## config.mk

```make
export PLATFORM = sky130hd
export DESIGN_NAME = dma_steal
export DESIGN_NICKNAME = d
export VERILOG_FILES = /design/src/rtl/dma_steal_pkg.sv /design/src/rtl/dma_cfg_regs.sv /design/src/rtl/dma_seq.sv /design/src/rtl/dma_steal.sv
export SDC_FILE = /design/constraint.sdc
export NUM_CORES = 1
export LEC_CHECK = 0
export ABC_AREA = 1
export ABC_CLOCK_PERIOD_IN_PS = 2180
export CELL_PAD_IN_SITES_DETAIL_PLACEMENT = 1
export CELL_PAD_IN_SITES_GLOBAL_PLACEMENT = 2
export CORE_UTILIZATION = 21
export DETAILED_ROUTE_END_ITERATION = 16
export GPL_TIMING_DRIVEN = 0
export HOLD_SLACK_MARGIN = 0.1
export PLACE_DENSITY_LB_ADDON = 0.1
export RECOVER_POWER = 50
export SKIP_LAST_GASP = 1
export SYNTH_ARGS = -nofsm -noshare
export SYNTH_HDL_FRONTEND = slang
export SYNTH_HIERARCHICAL = 1
export SYNTH_SLANG_ARGS = --single-unit
export TNS_END_PERCENT = 5
```

## constraint.sdc

```tcl
create_clock -name clk -period 2.18 [get_ports clk]
set_clock_uncertainty 0.15 [all_clocks]
set_input_delay 0.436 -clock clk [delete_from_list [all_inputs] [get_ports clk]]
set_output_delay 0.436 -clock clk [all_outputs]
set_load 0.005 [all_outputs]
```

## src/rtl/dma_steal_pkg.sv

```systemverilog
package dma_steal_pkg;

    typedef enum logic [1:0] {
        ST_IDLE,
        ST_WAIT_DEV,
        ST_REQ,
        ST_XFER
    } dma_state_e;

    // register select values
    localparam logic [1:0] SEL_CTRL = 2'd0;
    localparam logic [1:0] SEL_DEV  = 2'd1;
    localparam logic [1:0] SEL_BASE = 2'd2;
    localparam logic [1:0] SEL_LEN  = 2'd3;

    // control word bit positions
    localparam int CTL_START = 0;
    localparam int CTL_DIR   = 1;
    localparam int CTL_CLEAR = 2;

endpackage

```

## src/rtl/dma_cfg_regs.sv

```systemverilog
module dma_cfg_regs
    import dma_steal_pkg::*;
#(
    parameter int ADDR_W = 16,
    parameter int CNT_W  = 8,
    parameter int DEV_W  = 4,
    parameter int CFG_W  = 16
) (
    input  logic              clk,
    input  logic              rst_n,
    input  logic              cfg_we,
    input  logic [1:0]        cfg_sel,
    input  logic [CFG_W-1:0]  cfg_wdata,
    input  logic              busy,
    output logic              start,
    output logic              clear,
    output logic              dir,
    output logic [DEV_W-1:0]  dev_addr,
    output logic [ADDR_W-1:0] base_addr,
    output logic [CNT_W-1:0]  word_cnt
);

    typedef struct packed {
        logic              dir;
        logic [DEV_W-1:0]  dev;
        logic [ADDR_W-1:0] base;
        logic [CNT_W-1:0]  len;
    } cfg_t;

    cfg_t cfg_d, cfg_q;
    logic ctrl_wr;

    always_comb begin
        cfg_d   = cfg_q;
        ctrl_wr = cfg_we && (cfg_sel == SEL_CTRL);
        start   = ctrl_wr && cfg_wdata[CTL_START] && !busy;
        clear   = ctrl_wr && cfg_wdata[CTL_CLEAR];
        if (cfg_we && !busy) begin
            case (cfg_sel)
                SEL_CTRL: cfg_d.dir  = cfg_wdata[CTL_DIR];
                SEL_DEV:  cfg_d.dev  = cfg_wdata[DEV_W-1:0];
                SEL_BASE: cfg_d.base = cfg_wdata[ADDR_W-1:0];
                default:  cfg_d.len  = cfg_wdata[CNT_W-1:0];
            endcase
        end
    end

    always_ff @(posedge clk) begin
        if (!rst_n) cfg_q <= '0;
        else        cfg_q <= cfg_d;
    end

    assign dir       = cfg_q.dir;
    assign dev_addr  = cfg_q.dev;
    assign base_addr = cfg_q.base;
    assign word_cnt  = cfg_q.len;

    // settings are frozen while a transfer runs
    p_lock_busy_r9: assert property (@(posedge clk) disable iff (!rst_n)
        busy |=> $stable(base_addr) && $stable(word_cnt) && $stable(dir) && $stable(dev_addr));

endmodule

```

## src/rtl/dma_seq.sv

```systemverilog
module dma_seq
    import dma_steal_pkg::*;
#(
    parameter int ADDR_W = 16,
    parameter int CNT_W  = 8,
    parameter int DATA_W = 16
) (
    input  logic              clk,
    input  logic              rst_n,
    input  logic              start,
    input  logic              clear,
    input  logic              dir,
    input  logic [ADDR_W-1:0] base_addr,
    input  logic [CNT_W-1:0]  word_cnt,
    input  logic              dev_rdy,
    input  logic [DATA_W-1:0] dev_rdata,
    input  logic              bus_gnt,
    input  logic [DATA_W-1:0] mem_rdata,
    output logic              busy,
    output logic              bus_req,
    output logic              mem_en,
    output logic              mem_we,
    output logic [ADDR_W-1:0] mem_addr,
    output logic [DATA_W-1:0] mem_wdata,
    output logic [DATA_W-1:0] dev_wdata,
    output logic              dev_ack,
    output logic              irq
);

    localparam logic [ADDR_W-1:0] ADDR_STEP = {{(ADDR_W-1){1'b0}}, 1'b1};
    localparam logic [CNT_W-1:0]  CNT_STEP  = {{(CNT_W-1){1'b0}}, 1'b1};
    localparam logic [CNT_W-1:0]  CNT_NONE  = '0;

    typedef struct packed {
        dma_state_e        st;
        logic [ADDR_W-1:0] addr;
        logic [CNT_W-1:0]  left;
        logic              done;
    } seq_t;

    seq_t seq_d, seq_q;
    logic done_set;

    always_comb begin
        seq_d    = seq_q;
        done_set = 1'b0;
        case (seq_q.st)
            ST_IDLE: begin
                if (start) begin
                    if (word_cnt == CNT_NONE) begin
                        done_set = 1'b1;
                    end else begin
                        seq_d.st   = ST_WAIT_DEV;
                        seq_d.addr = base_addr;
                        seq_d.left = word_cnt;
                    end
                end
            end
            ST_WAIT_DEV: begin
                if (dev_rdy) seq_d.st = ST_REQ;
            end
            ST_REQ: begin
                if (bus_gnt) seq_d.st = ST_XFER;
            end
            default: begin
                seq_d.addr = seq_q.addr + ADDR_STEP;
                seq_d.left = seq_q.left - CNT_STEP;
                if (seq_q.left == CNT_STEP) begin
                    seq_d.st = ST_IDLE;
                    done_set = 1'b1;
                end else begin
                    seq_d.st = ST_WAIT_DEV;
                end
            end
        endcase
        seq_d.done = (seq_q.done && !clear) || done_set;
    end

    always_ff @(posedge clk) begin
        if (!rst_n) begin
            seq_q.st   <= ST_IDLE;
            seq_q.addr <= '0;
            seq_q.left <= '0;
            seq_q.done <= 1'b0;
        end else begin
            seq_q <= seq_d;
        end
    end

    assign busy      = (seq_q.st != ST_IDLE);
    assign bus_req   = (seq_q.st == ST_REQ) || (seq_q.st == ST_XFER);
    assign mem_en    = (seq_q.st == ST_XFER);
    assign mem_we    = mem_en && !dir;
    assign mem_addr  = seq_q.addr;
    assign mem_wdata = dev_rdata;
    assign dev_wdata = mem_rdata;
    assign dev_ack   = mem_en;
    assign irq       = seq_q.done;

    // a request starts only after the device reported ready
    p_req_after_rdy_r3: assert property (@(posedge clk) disable iff (!rst_n)
        $rose(bus_req) |-> $past(dev_rdy));
    // request is held until granted
    p_req_hold_r3: assert property (@(posedge clk) disable iff (!rst_n)
        bus_req && !bus_gnt |=> bus_req);
    // access only under grant
    p_access_owned_r4: assert property (@(posedge clk) disable iff (!rst_n)
        mem_en |-> bus_gnt);
    // one word, then the bus is released
    p_one_word_r4: assert property (@(posedge clk) disable iff (!rst_n)
        mem_en |=> !mem_en && !bus_req);
    // interrupt holds until cleared
    p_irq_hold_r8: assert property (@(posedge clk) disable iff (!rst_n)
        irq && !clear |=> irq);
    // zero length completes without bus traffic
    p_zero_len_r10: assert property (@(posedge clk) disable iff (!rst_n)
        start && !busy && (word_cnt == CNT_NONE) |=> irq && !bus_req);

endmodule

```

## src/rtl/dma_steal.sv

```systemverilog
module dma_steal
    import dma_steal_pkg::*;
#(
    parameter int DATA_W = 16,
    parameter int ADDR_W = 16,
    parameter int CNT_W  = 8,
    parameter int DEV_W  = 4,
    parameter int CFG_W  = 16
) (
    input  logic              clk,
    input  logic              rst_n,
    input  logic              cfg_we,
    input  logic [1:0]        cfg_sel,
    input  logic [CFG_W-1:0]  cfg_wdata,
    output logic              bus_req,
    input  logic              bus_gnt,
    output logic              mem_en,
    output logic              mem_we,
    output logic [ADDR_W-1:0] mem_addr,
    output logic [DATA_W-1:0] mem_wdata,
    input  logic [DATA_W-1:0] mem_rdata,
    output logic [DEV_W-1:0]  dev_sel,
    input  logic              dev_rdy,
    input  logic [DATA_W-1:0] dev_rdata,
    output logic [DATA_W-1:0] dev_wdata,
    output logic              dev_ack,
    output logic              irq
);

    logic              busy, start, clear, dir;
    logic [ADDR_W-1:0] base_addr;
    logic [CNT_W-1:0]  word_cnt;

    dma_cfg_regs #(
        .ADDR_W(ADDR_W), .CNT_W(CNT_W), .DEV_W(DEV_W), .CFG_W(CFG_W)
    ) u_regs (
        .clk(clk), .rst_n(rst_n),
        .cfg_we(cfg_we), .cfg_sel(cfg_sel), .cfg_wdata(cfg_wdata),
        .busy(busy), .start(start), .clear(clear), .dir(dir),
        .dev_addr(dev_sel), .base_addr(base_addr), .word_cnt(word_cnt)
    );

    dma_seq #(
        .ADDR_W(ADDR_W), .CNT_W(CNT_W), .DATA_W(DATA_W)
    ) u_seq (
        .clk(clk), .rst_n(rst_n),
        .start(start), .clear(clear), .dir(dir),
        .base_addr(base_addr), .word_cnt(word_cnt),
        .dev_rdy(dev_rdy), .dev_rdata(dev_rdata),
        .bus_gnt(bus_gnt), .mem_rdata(mem_rdata),
        .busy(busy), .bus_req(bus_req), .mem_en(mem_en), .mem_we(mem_we),
        .mem_addr(mem_addr), .mem_wdata(mem_wdata),
        .dev_wdata(dev_wdata), .dev_ack(dev_ack), .irq(irq)
    );

endmodule

```

==> metrics, run 1 <==
Clock Tree Root=clkbuf_16; Die H=131 um; Cells after Synth=about 560; Final WS setup=-0.0240 ns; I/O pin count=112; CP arrival=around 2.3 ns; run status=finished, violations left; Routed Antenna Nets=0; Clock Latency Late Sink=~0.31 ns; GRT Util Overall=0.146; Slew Limit Headroom=0.497; # rows=46; initial antenna violation count=0; layout cells sized above 1=0.181; PortBufs=79; Clock Sinks=56; Die X=roughly 130 um; Fin. Hold Viols=0; leading area contributor after synthesis=dfxtp_1; WL/cell=14.0 um; Initial Util=0.217; Min Clock Period, post-route=2.20 ns; critical path, cell by cell=inv_4 -> ha_4 -> clkinv_8 -> clkbuf_16 -> clkinv_8 -> nand2_4 -> nor3_4 -> or2_4 -> nand3_4 -> inv_4 -> buf_8 -> buf_12 -> nand2_1 -> a21oi_1; sequential area share after synthesis=0.321; H-Tree Depth=2; Power Dens Cells=about 1100 nW/um^2; first-pass GRT wire length=18900 um; Cell Area, Synth=3490 sq um; post-route cell area=5070 sq um; DP Area=between 4000 and 5000 sq um; Total Wirelength=12200 um; RSZ-0062 raised after global routing=true; GPL Wtd Cong=about 0.79; CP required=~2.3 ns; Synth cell types=28; final design utilization=0.316; Pre-Repair DR Iteration Count=5; # setup viols final=6; Mean Syn Cell Area=6.29 sq um; Overflow after GRT=0; Syn Nets=between 600 and 700; failing checks=setup timing; post-DR vias/cell=4.15; largest fanout on the critical path=5; Yosys warnings=6; DIE AREA=approximately 17000 sq um; Synth area leaders=dfxtp_1 (32%), nand2_1 (13%), nor2_1 (13%); period utilization=1.01; ant diodes=0; Synth top area share=0.321; fin. max-slew vios=0; residual DRC count=0; Min-Delay Path Class=reg -> reg; Pleak=~2.2 nW; Core ar.=around 16000 sq um; Area Overhead vs Synth=45.4%; CTS tree=done; Critical Path Sink Type=register; Reg clk slew, reported paths=around 0.080 ns; Vias=between 3000 and 4000; WS Path Type=reg -> reg; IR drop worst, VDD=roughly 0.00035 V; Final Net Count=720; flops & latches, synth=56; CP Launch Type=register; Post-CTS Hold Buffers=0; largest net degree at the start of global routing=18; dpl hpwl=about 9400 um; DR iter-0 viols=83; CTS Buffer Depth=2; Max Freq=0.454 GHz; max cap viols=0; Post-Place Worst Slack=-0.692 ns; Num CTS Buffers=5; slowest CP cell=dfxtp_4; CP max stage delay=approximately 0.36 ns; Worst Tran Pin Value=0.754 ns; vias in the first global route=3638
where the power goes:
part           leakage [nW]  switching [mW]  internal [mW]
clock network        0.0798           0.434          0.542
registers             0.458           0.218           1.23
logic                  1.67            1.67           1.47
total                  2.21            2.33           3.24
path summary, 6_finish.rpt:
path / from / endpoint / slack (ns) / depth (start not counted)
worst max register to register: u_seq/seq_q[26] / u_seq/seq_q[3] / -0.02 / 14
worst min register to register: u_regs/dev_addr[2] / u_regs/dev_addr[2] / 0.34 / 2
worst max-delay path: u_seq/seq_q[26] / u_seq/seq_q[3] / -0.02 / 14
worst min-delay path: u_regs/dev_addr[2] / u_regs/dev_addr[2] / 0.34 / 2
kinds of logic after synthesis:
group,synth area share
AO/OA/AOI/OAI,0.0814
XOR/XNOR,0.00502
adder cells (fa/ha/maj),0.0251
buffers and inverters,0.201
flip-flops,0.321
AND/OR/NAND/NOR,0.366
registers in the layout (all words and copies together), names as in the netlist:
register,count
u_seq/seq_q,10
u_regs/word_cnt,8
u_seq/irq,1
u_regs/base_addr,16
u_regs/dir,1
u_regs/dev_addr,4
u_seq/mem_addr,16
worst max-delay path, delay by kind of cell (launching register included):
kind,cells,cell delay (ns)
DFF,1,0.36
buffers and inverters,7,0.73
and+or+nand+nor,5,0.59
AOI/OAI and AO/OA,1,0.10
adders and majority gates,1,0.17
synth_stat cells:
cell and instances:
a21oi_1 23, a31oi_1 2, buf_1 1, buf_2 8
buf_4 52, buf_6 3, clkbuf_1 4, dfxtp_1 56
ha_1 7, inv_1 55, inv_2 3, nand2_1 124
nand2_2 2, nand3_1 47, nand3_2 1, nand3b_1 1
nand4_1 5, nor2_1 121, nor2_2 2, nor2_4 3
nor3_1 2, o21ai_0 25, o21ai_1 2, o21bai_1 2
o22ai_1 1, or2_1 1, xnor2_1 1, xor2_1 1
metal layers:
metal | track usage | vias up | share of wire
li1 | - | 1885 | -
met1 | 0.194 | 1639 | 0.48
met2 | 0.243 | 101 | 0.46
met3 | 0.0293 | 8 | 0.045
met4 | 0.0325 | 0 | 0.0092
met5 | 0 | - | 0
per-stage QoR:
step | cells | TNS (ns) | total power [mW] | hold slack (ns)
finish | 875 | -0.0842 | 5.57 | 0.338
CTS | 860 | -0.412 | 5.17 | 0.344
global placement | 850 | -14.51 | 3.89 | 0.325
global route | 875 | -2.35 | 6.02 | 0.373
floorplan | 555 | 0 | 2.98 | 0.298
detailed placement | 850 | -15.17 | 3.92 | 0.329
repair_timing:
| item | CTS | global route |
|---|---|---|
| gates resized for setup | 29 | 27 |
| gates cloned | 0 | 2 |
| endpoints found under the setup margin | 39 | 27 |
| buffers inserted | 2 | 13 |
| pin swaps | 2 | 13 |
cell usage in the layout, fill, tap and decap left out, drive strengths merged:
| master | count |
|---|---|
| xor2 | 1 |
| clkdlybuf4s50 | 41 |
| ha | 7 |
| inv | 56 |
| nand3b | 1 |
| dlymetal6s2s | 1 |
| dfxtp | 56 |
| nor2 | 126 |
| nand4 | 5 |
| a31oi | 2 |
| o21ai | 27 |
| o21bai | 2 |
| buf | 77 |
| xnor2 | 1 |
| bufinv | 1 |
| nand2 | 126 |
| dlygate4sd3 | 37 |
| clkinv | 3 |
| a21oi | 23 |
| nor3 | 2 |
| or2 | 1 |
| o22ai | 1 |
| clkbuf | 13 |
| nand3 | 48 |
| clkinvlp | 1 |
area by class of cell:
class | count | area (sq um)
fillers | 1984 | 11000
multi-input cells | 373 | 1750
flip-flops and latches | 56 | 1130
repair buffers | 96 | 980
plain buffers | 68 | 524
well taps | 216 | 270
inverters | 58 | 250
clock buffers | 5 | 125
clock inverters | 3 | 42.5
Power figures use the tool's default switching activity.
==> inputs of run 2 (changes only) <==
--- a/config.mk
+++ b/config.mk
@@ -9,6 +9,7 @@
 export ABC_CLOCK_PERIOD_IN_PS = 2180
 export CELL_PAD_IN_SITES_DETAIL_PLACEMENT = 1
 export CELL_PAD_IN_SITES_GLOBAL_PLACEMENT = 2
+export CORE_MARGIN = 3
 export CORE_UTILIZATION = 21
 export DETAILED_ROUTE_END_ITERATION = 16
 export GPL_TIMING_DRIVEN = 0
==> metrics, run 2 (same netlist as run 1, synthesis figures left out) <==
IR drop worst, VDD=0.000348 V; CTS Buffer Depth=2; Power Dens Cells=approximately 1100 nW/um^2; # setup viols final=0; Reg clk slew, reported paths=0.08 ns; Num CTS Buffers=5; FF/Latch Area=between 1000 and 1500 sq um; dpl hpwl=9530 um; # rows=46; WL/cell=14.2 um; Critical Path Sink Type=output port; I/O pin count=112; largest net degree at the start of global routing=17; CP required=about 1.6 ns; hold slack final=about 0.34 ns; first-pass GRT wire length=~19000 um; Vias=3601; largest fanout on the critical path=4; multi-input gate area in the final layout=around 1700 sq um; Pleak=roughly 2.2 nW; slowest CP cell=clkdlybuf4s50_1; run status=finished clean; R2R depth=12; WS Path Type=reg -> out; ant diodes=0; layout cells sized above 1=0.171; Hold Crit Start=u_regs/dev_addr[1]; H-Tree Depth=2; fin. max-slew vios=0; Buf/Inv on CP=2; Slew Limit Headroom=0.552; post-DR vias/cell=between 4 and 5; vias in the first global route=3708; Final Net Count=715; CP max stage delay=approximately 0.5 ns; GRT Util Overall=0.133; Clock Tree Root=clkbuf_16; Fin. Hold Viols=0; Overflow after GRT=0; slack of the worst reg-to-reg path=approximately 0.020 ns; period utilization=0.994; final design utilization=0.313; fill cell count=just over 2000; Pre-Repair DR Iteration Count=4; Initial Util=0.217; Critical path origin=u_seq/seq_q[25]; Clock Latency Late Sink=about 0.31 ns; DR iter-0 viols=90; Critical Path End=bus_req; initial antenna violation count=0; Min-Delay Path Class=reg -> reg; Die X=135 um; r2r startpoint=u_seq/seq_q[25]; CTS tree=done; RSZ-0062 raised after global routing=true; Crit path depth=4; max cap viols=0; most common cell after layout, fill and taps aside=nand2_1; Max Freq=around 0.46 GHz; CP arrival=~1.6 ns; most frequent cells in the layout=nand2_1 (122), nor2_1 (115), buf_4 (59), dfxtp_1 (54), inv_1 (51); critical path, cell by cell=ha_2 -> inv_2 -> nand2_1 -> clkdlybuf4s50_1; Routed Antenna Nets=0; FF-to-FF End=u_seq/mem_addr[2]; Worst Tran Pin Value=0.672 ns; CP top delay family=buffers and inverters; Total Wirelength=about 12000 um; DIE AREA=~18000 sq um; Area Overhead vs Synth=43.8%; Clock Sinks=56; GPL Wtd Cong=just under 0.8; Die H=around 130 um; residual DRC count=0; Min Clock Period, post-route=2.17 ns; CP Launch Type=register; Core ar.=16100 sq um; PortBufs=approximately 80; Post-CTS Hold Buffers=0
-- run 2: cell types whose count changed in the layout (fill, tap and decap cells not counted), moves of 2 or more --
cell           change
buf_6              -3
dlygate4sd2_1      +3
nor2_4             +3
o21ai_1            +3
a21oi_1            +2
a21oi_2            -2
clkbuf_8           +2
nor2_2             -2
o21ai_2            -2
-- run 2: final cells by class --
| type | instances | area share |
|---|---|---|
| buffer | 67 | 0.103 |
| clock buffer | 7 | 0.0304 |
| clock inverter | 1 | 0.00598 |
| inverter | 58 | 0.0484 |
| multi-input combinational | 373 | 0.349 |
| sequential | 56 | 0.225 |
| tap | 216 | 0.0539 |
| timing repair buffer | 92 | 0.184 |
-- run 2: worst reg2reg max path, cell delays in order (launching register included) --
cell and delay (ns):
dfxtp_4 0.37, inv_4 0.06, ha_4 0.16, clkinv_8 0.06, clkbuf_16 0.16, inv_4 0.06, nand2_4 0.05, nor3_4 0.19
or2_4 0.17, nand3_4 0.17, buf_8 0.21, o21ai_1 0.18, a21oi_1 0.06
-- run 2: metrics by stage --
stage / cells / setup WS [ns] / instance area [sq um] / total power, mW / setup TNS, ns
floorplan: 555 / 0.0223 / 3490 / 2.98 / 0
global placement: 850 / -0.679 / 4550 / 3.91 / -14.66
detailed placement: 850 / -0.664 / 4550 / 3.93 / -14.92
CTS: 861 / -0.0215 / 4880 / 5.35 / -0.0632
global route: 870 / -0.0751 / 5020 / 5.98 / -0.829
finish: 870 / 0.0128 / 5020 / 5.52 / 0
-- run 2: layer usage --
metal  wire, um  part of all wire  vias up  global-route usage
met3        540             0.044       14              0.0238
met2       5530              0.45       99               0.218
met5          0                 0        -                   0
met4        195             0.016        0              0.0452
met1       6070              0.49     1617               0.177
li1           -                 -     1871                   -
-- run 2: power breakdown --
part | switching [mW] | internal, mW
Clock | 0.416 | 0.607
Combinational | 1.66 | 1.39
Sequential | 0.216 | 1.23
-- run 2: worst min-delay path by stage --
stage / to / slack, ns / cells after the start
after floorplan: u_seq/mem_addr[6] / 0.30 / 2
after global placement: u_regs/dir / 0.33 / 2
after detailed placement: u_regs/dev_addr[1] / 0.33 / 2
after CTS: u_regs/dev_addr[1] / 0.35 / 2
after global routing: u_seq/seq_q[5] / 0.36 / 2
final: u_regs/dev_addr[1] / 0.34 / 2
-- run 2: timing repair --
action / CTS / global route
gates cloned: 1 / 1
gates resized for setup: 35 / 23
pin swaps: 3 / 5
buffers inserted: 2 / 9
hold endpoints to repair: 0 / 0
endpoints found under the setup margin: 39 / 24
==> inputs of run 3 (changes only) <==
--- a/config.mk
+++ b/config.mk
@@ -21,4 +21,4 @@
 export SYNTH_HDL_FRONTEND = slang
 export SYNTH_HIERARCHICAL = 1
 export SYNTH_SLANG_ARGS = --single-unit
-export TNS_END_PERCENT = 5
+export TNS_END_PERCENT = 30
==> metrics, run 3 (same netlist as run 1, synthesis figures left out) <==
sequential power share=0.260; initial antenna violation count=0; first-pass GRT wire length=between 15000 and 20000 um; RSZ-0062 raised after global routing=true; Min-Delay Path Class=reg -> reg; hold worst-path end=u_regs/dev_addr[1]; most frequent cells in the layout=nand2_1 (122), nor2_1 (113), buf_4 (59), dfxtp_1 (54), inv_1 (51); H-Tree Depth=2; GRT Util Overall=0.133; most common cell after layout, fill and taps aside=nand2_1; slack of the worst reg-to-reg path=approximately 0.020 ns; Pint=approximately 3.2 mW; Fin. Hold Viols=0; P_sw=between 2 and 2.5 mW; critical path, cell by cell=ha_2 -> inv_2 -> nand2_1 -> clkdlybuf4s50_1; Max Freq=approximately 0.46 GHz; post-DR vias/cell=~4.1; Hold Crit Start=u_regs/dev_addr[1]; largest net degree at the start of global routing=17; fill cell count=2011; Pwr Total=approximately 5.6 mW; Area Overhead vs Synth=44.2%; DR iter-0 viols=87; Min Clock Period, post-route=2.17 ns; final design utilization=0.313; Total Wirelength=approximately 12000 um; Critical Path Sink Type=output port; R2R depth=12; Slew Limit Headroom=0.557; CP required=approximately 1.6 ns; post-route cell area=5030 sq um; Setup TNS Final=0 ns; Vias=between 3000 and 4000; FF-to-FF End=u_seq/mem_addr[2]; Clock Latency Late Sink=about 0.31 ns; Core ar.=about 16000 sq um; Clock Tree Root=clkbuf_16; # setup viols final=0; Net Sw Frac=0.417; layout cells sized above 1=0.176; # rows=46; vias in the first global route=around 3700; fin. max-slew vios=0; Worst Tran Pin Value=between 0.6 and 0.7 ns; Die X=~130 um; Routed Antenna Nets=0; CTS tree=done; DIE AREA=18200 sq um; Buf/Inv on CP=2; WL/cell=roughly 14 um; Power Dens Cells=1100 nW/um^2; slowest CP cell=clkdlybuf4s50_1; CP top delay family=buffers and inverters; dpl hpwl=about 9500 um; DP Area=between 4000 and 5000 sq um; CP Launch Type=register; PortBufs=79; run status=finished clean; residual DRC count=0; Initial Util=0.217; Clock Sinks=between 50 and 60; Pre-Repair DR Iteration Count=4; clock group share of total power=0.184; hold-critical path depth=2; Die H=approximately 130 um; max cap viols=0; r2r startpoint=u_seq/seq_q[25]; WS Path Type=reg -> out; CTS Buffer Depth=2; CP arrival=1.58 ns; Num CTS Buffers=5; I/O pin count=~110; Combinational Power Share=0.555; GPL Wtd Cong=roughly 0.78; Pleak=2.17 nW; CP max stage delay=roughly 0.5 ns; Reg clk slew, reported paths=approximately 0.080 ns; Final Net Count=roughly 720; largest fanout on the critical path=4; ant diodes=0; Overflow after GRT=0; IR drop worst, VDD=0.000347 V; period utilization=0.994
run 3: timing repair:
action,in CTS,in global routing
setup endpoints to repair,39,24
gates cloned,1,1
endpoints found under the hold margin,0,0
buffers inserted,2,9
pin swaps,3,6
resized for setup,35,28
hold buffers,0,0
run 3: layout make-up:
cell class / count / area (sq um) / area share
inverter: 58 / 243 / 0.0482
sequential: 56 / 1130 / 0.224
tap: 216 / 270 / 0.0537
clock buffer: 7 / 153 / 0.0303
multi-input combinational: 373 / 1760 / 0.350
timing repair buffer: 92 / 926 / 0.184
buffer: 67 / 519 / 0.103
clock inverter: 1 / 30.0 / 0.00597
run 3: worst max path at each step:
stage	from	to	slack, ns	cells past startpoint
after floorplan	u_seq/seq_q[25]	u_seq/mem_addr[2]	0.02	13
after global placement	u_seq/seq_q[25]	u_seq/mem_addr[4]	-0.68	13
after detailed placement	u_seq/seq_q[26]	u_seq/mem_addr[2]	-0.66	13
after CTS	u_seq/seq_q[25]	u_seq/mem_addr[12]	-0.02	13
after global routing	u_seq/seq_q[25]	u_seq/mem_addr[11]	-0.08	14
final	u_seq/seq_q[25]	bus_req	0.01	4
run 3: power by group through the flow:
stage          logic, mW  registers [mW]  clock network [mW]
2_1_floorplan       1.60            1.38                   0
3_3_place_gp        2.46            1.45                   0
3_5_place_dp        2.48            1.46                   0
4_1_cts             2.82            1.44                1.09
5_1_grt             3.42            1.48                1.11
6_report            3.08            1.45                1.02
run 3: worst reg2reg max path: stages (launching register included):
cell and delay (ns):
dfxtp_4 0.37, inv_4 0.06, ha_4 0.16, clkinv_8 0.06, clkbuf_16 0.16, inv_4 0.06, nand2_4 0.05, nor3_4 0.19
or2_4 0.17, nand3_4 0.17, buf_8 0.21, o21ai_1 0.18, a21oi_1 0.06
run 3: routing by layer:
layer  vias to the layer above  part of all wire  global-route usage  wire, um
met5                         -                 0                   0         0
met1                      1618              0.50               0.177      6170
met2                        91              0.45               0.218      5510
met3                        14             0.037              0.0238       458
li1                       1871                 -                   -         -
met4                         0             0.016              0.0452       201
run 3: through the flow:
step	setup slack (ns)	hold slack, ns	instances
global route	-0.0751	0.364	870
finish	0.0125	0.336	870
CTS	-0.0215	0.347	861
detailed placement	-0.664	0.334	850
floorplan	0.0223	0.298	555
global placement	-0.679	0.325	850
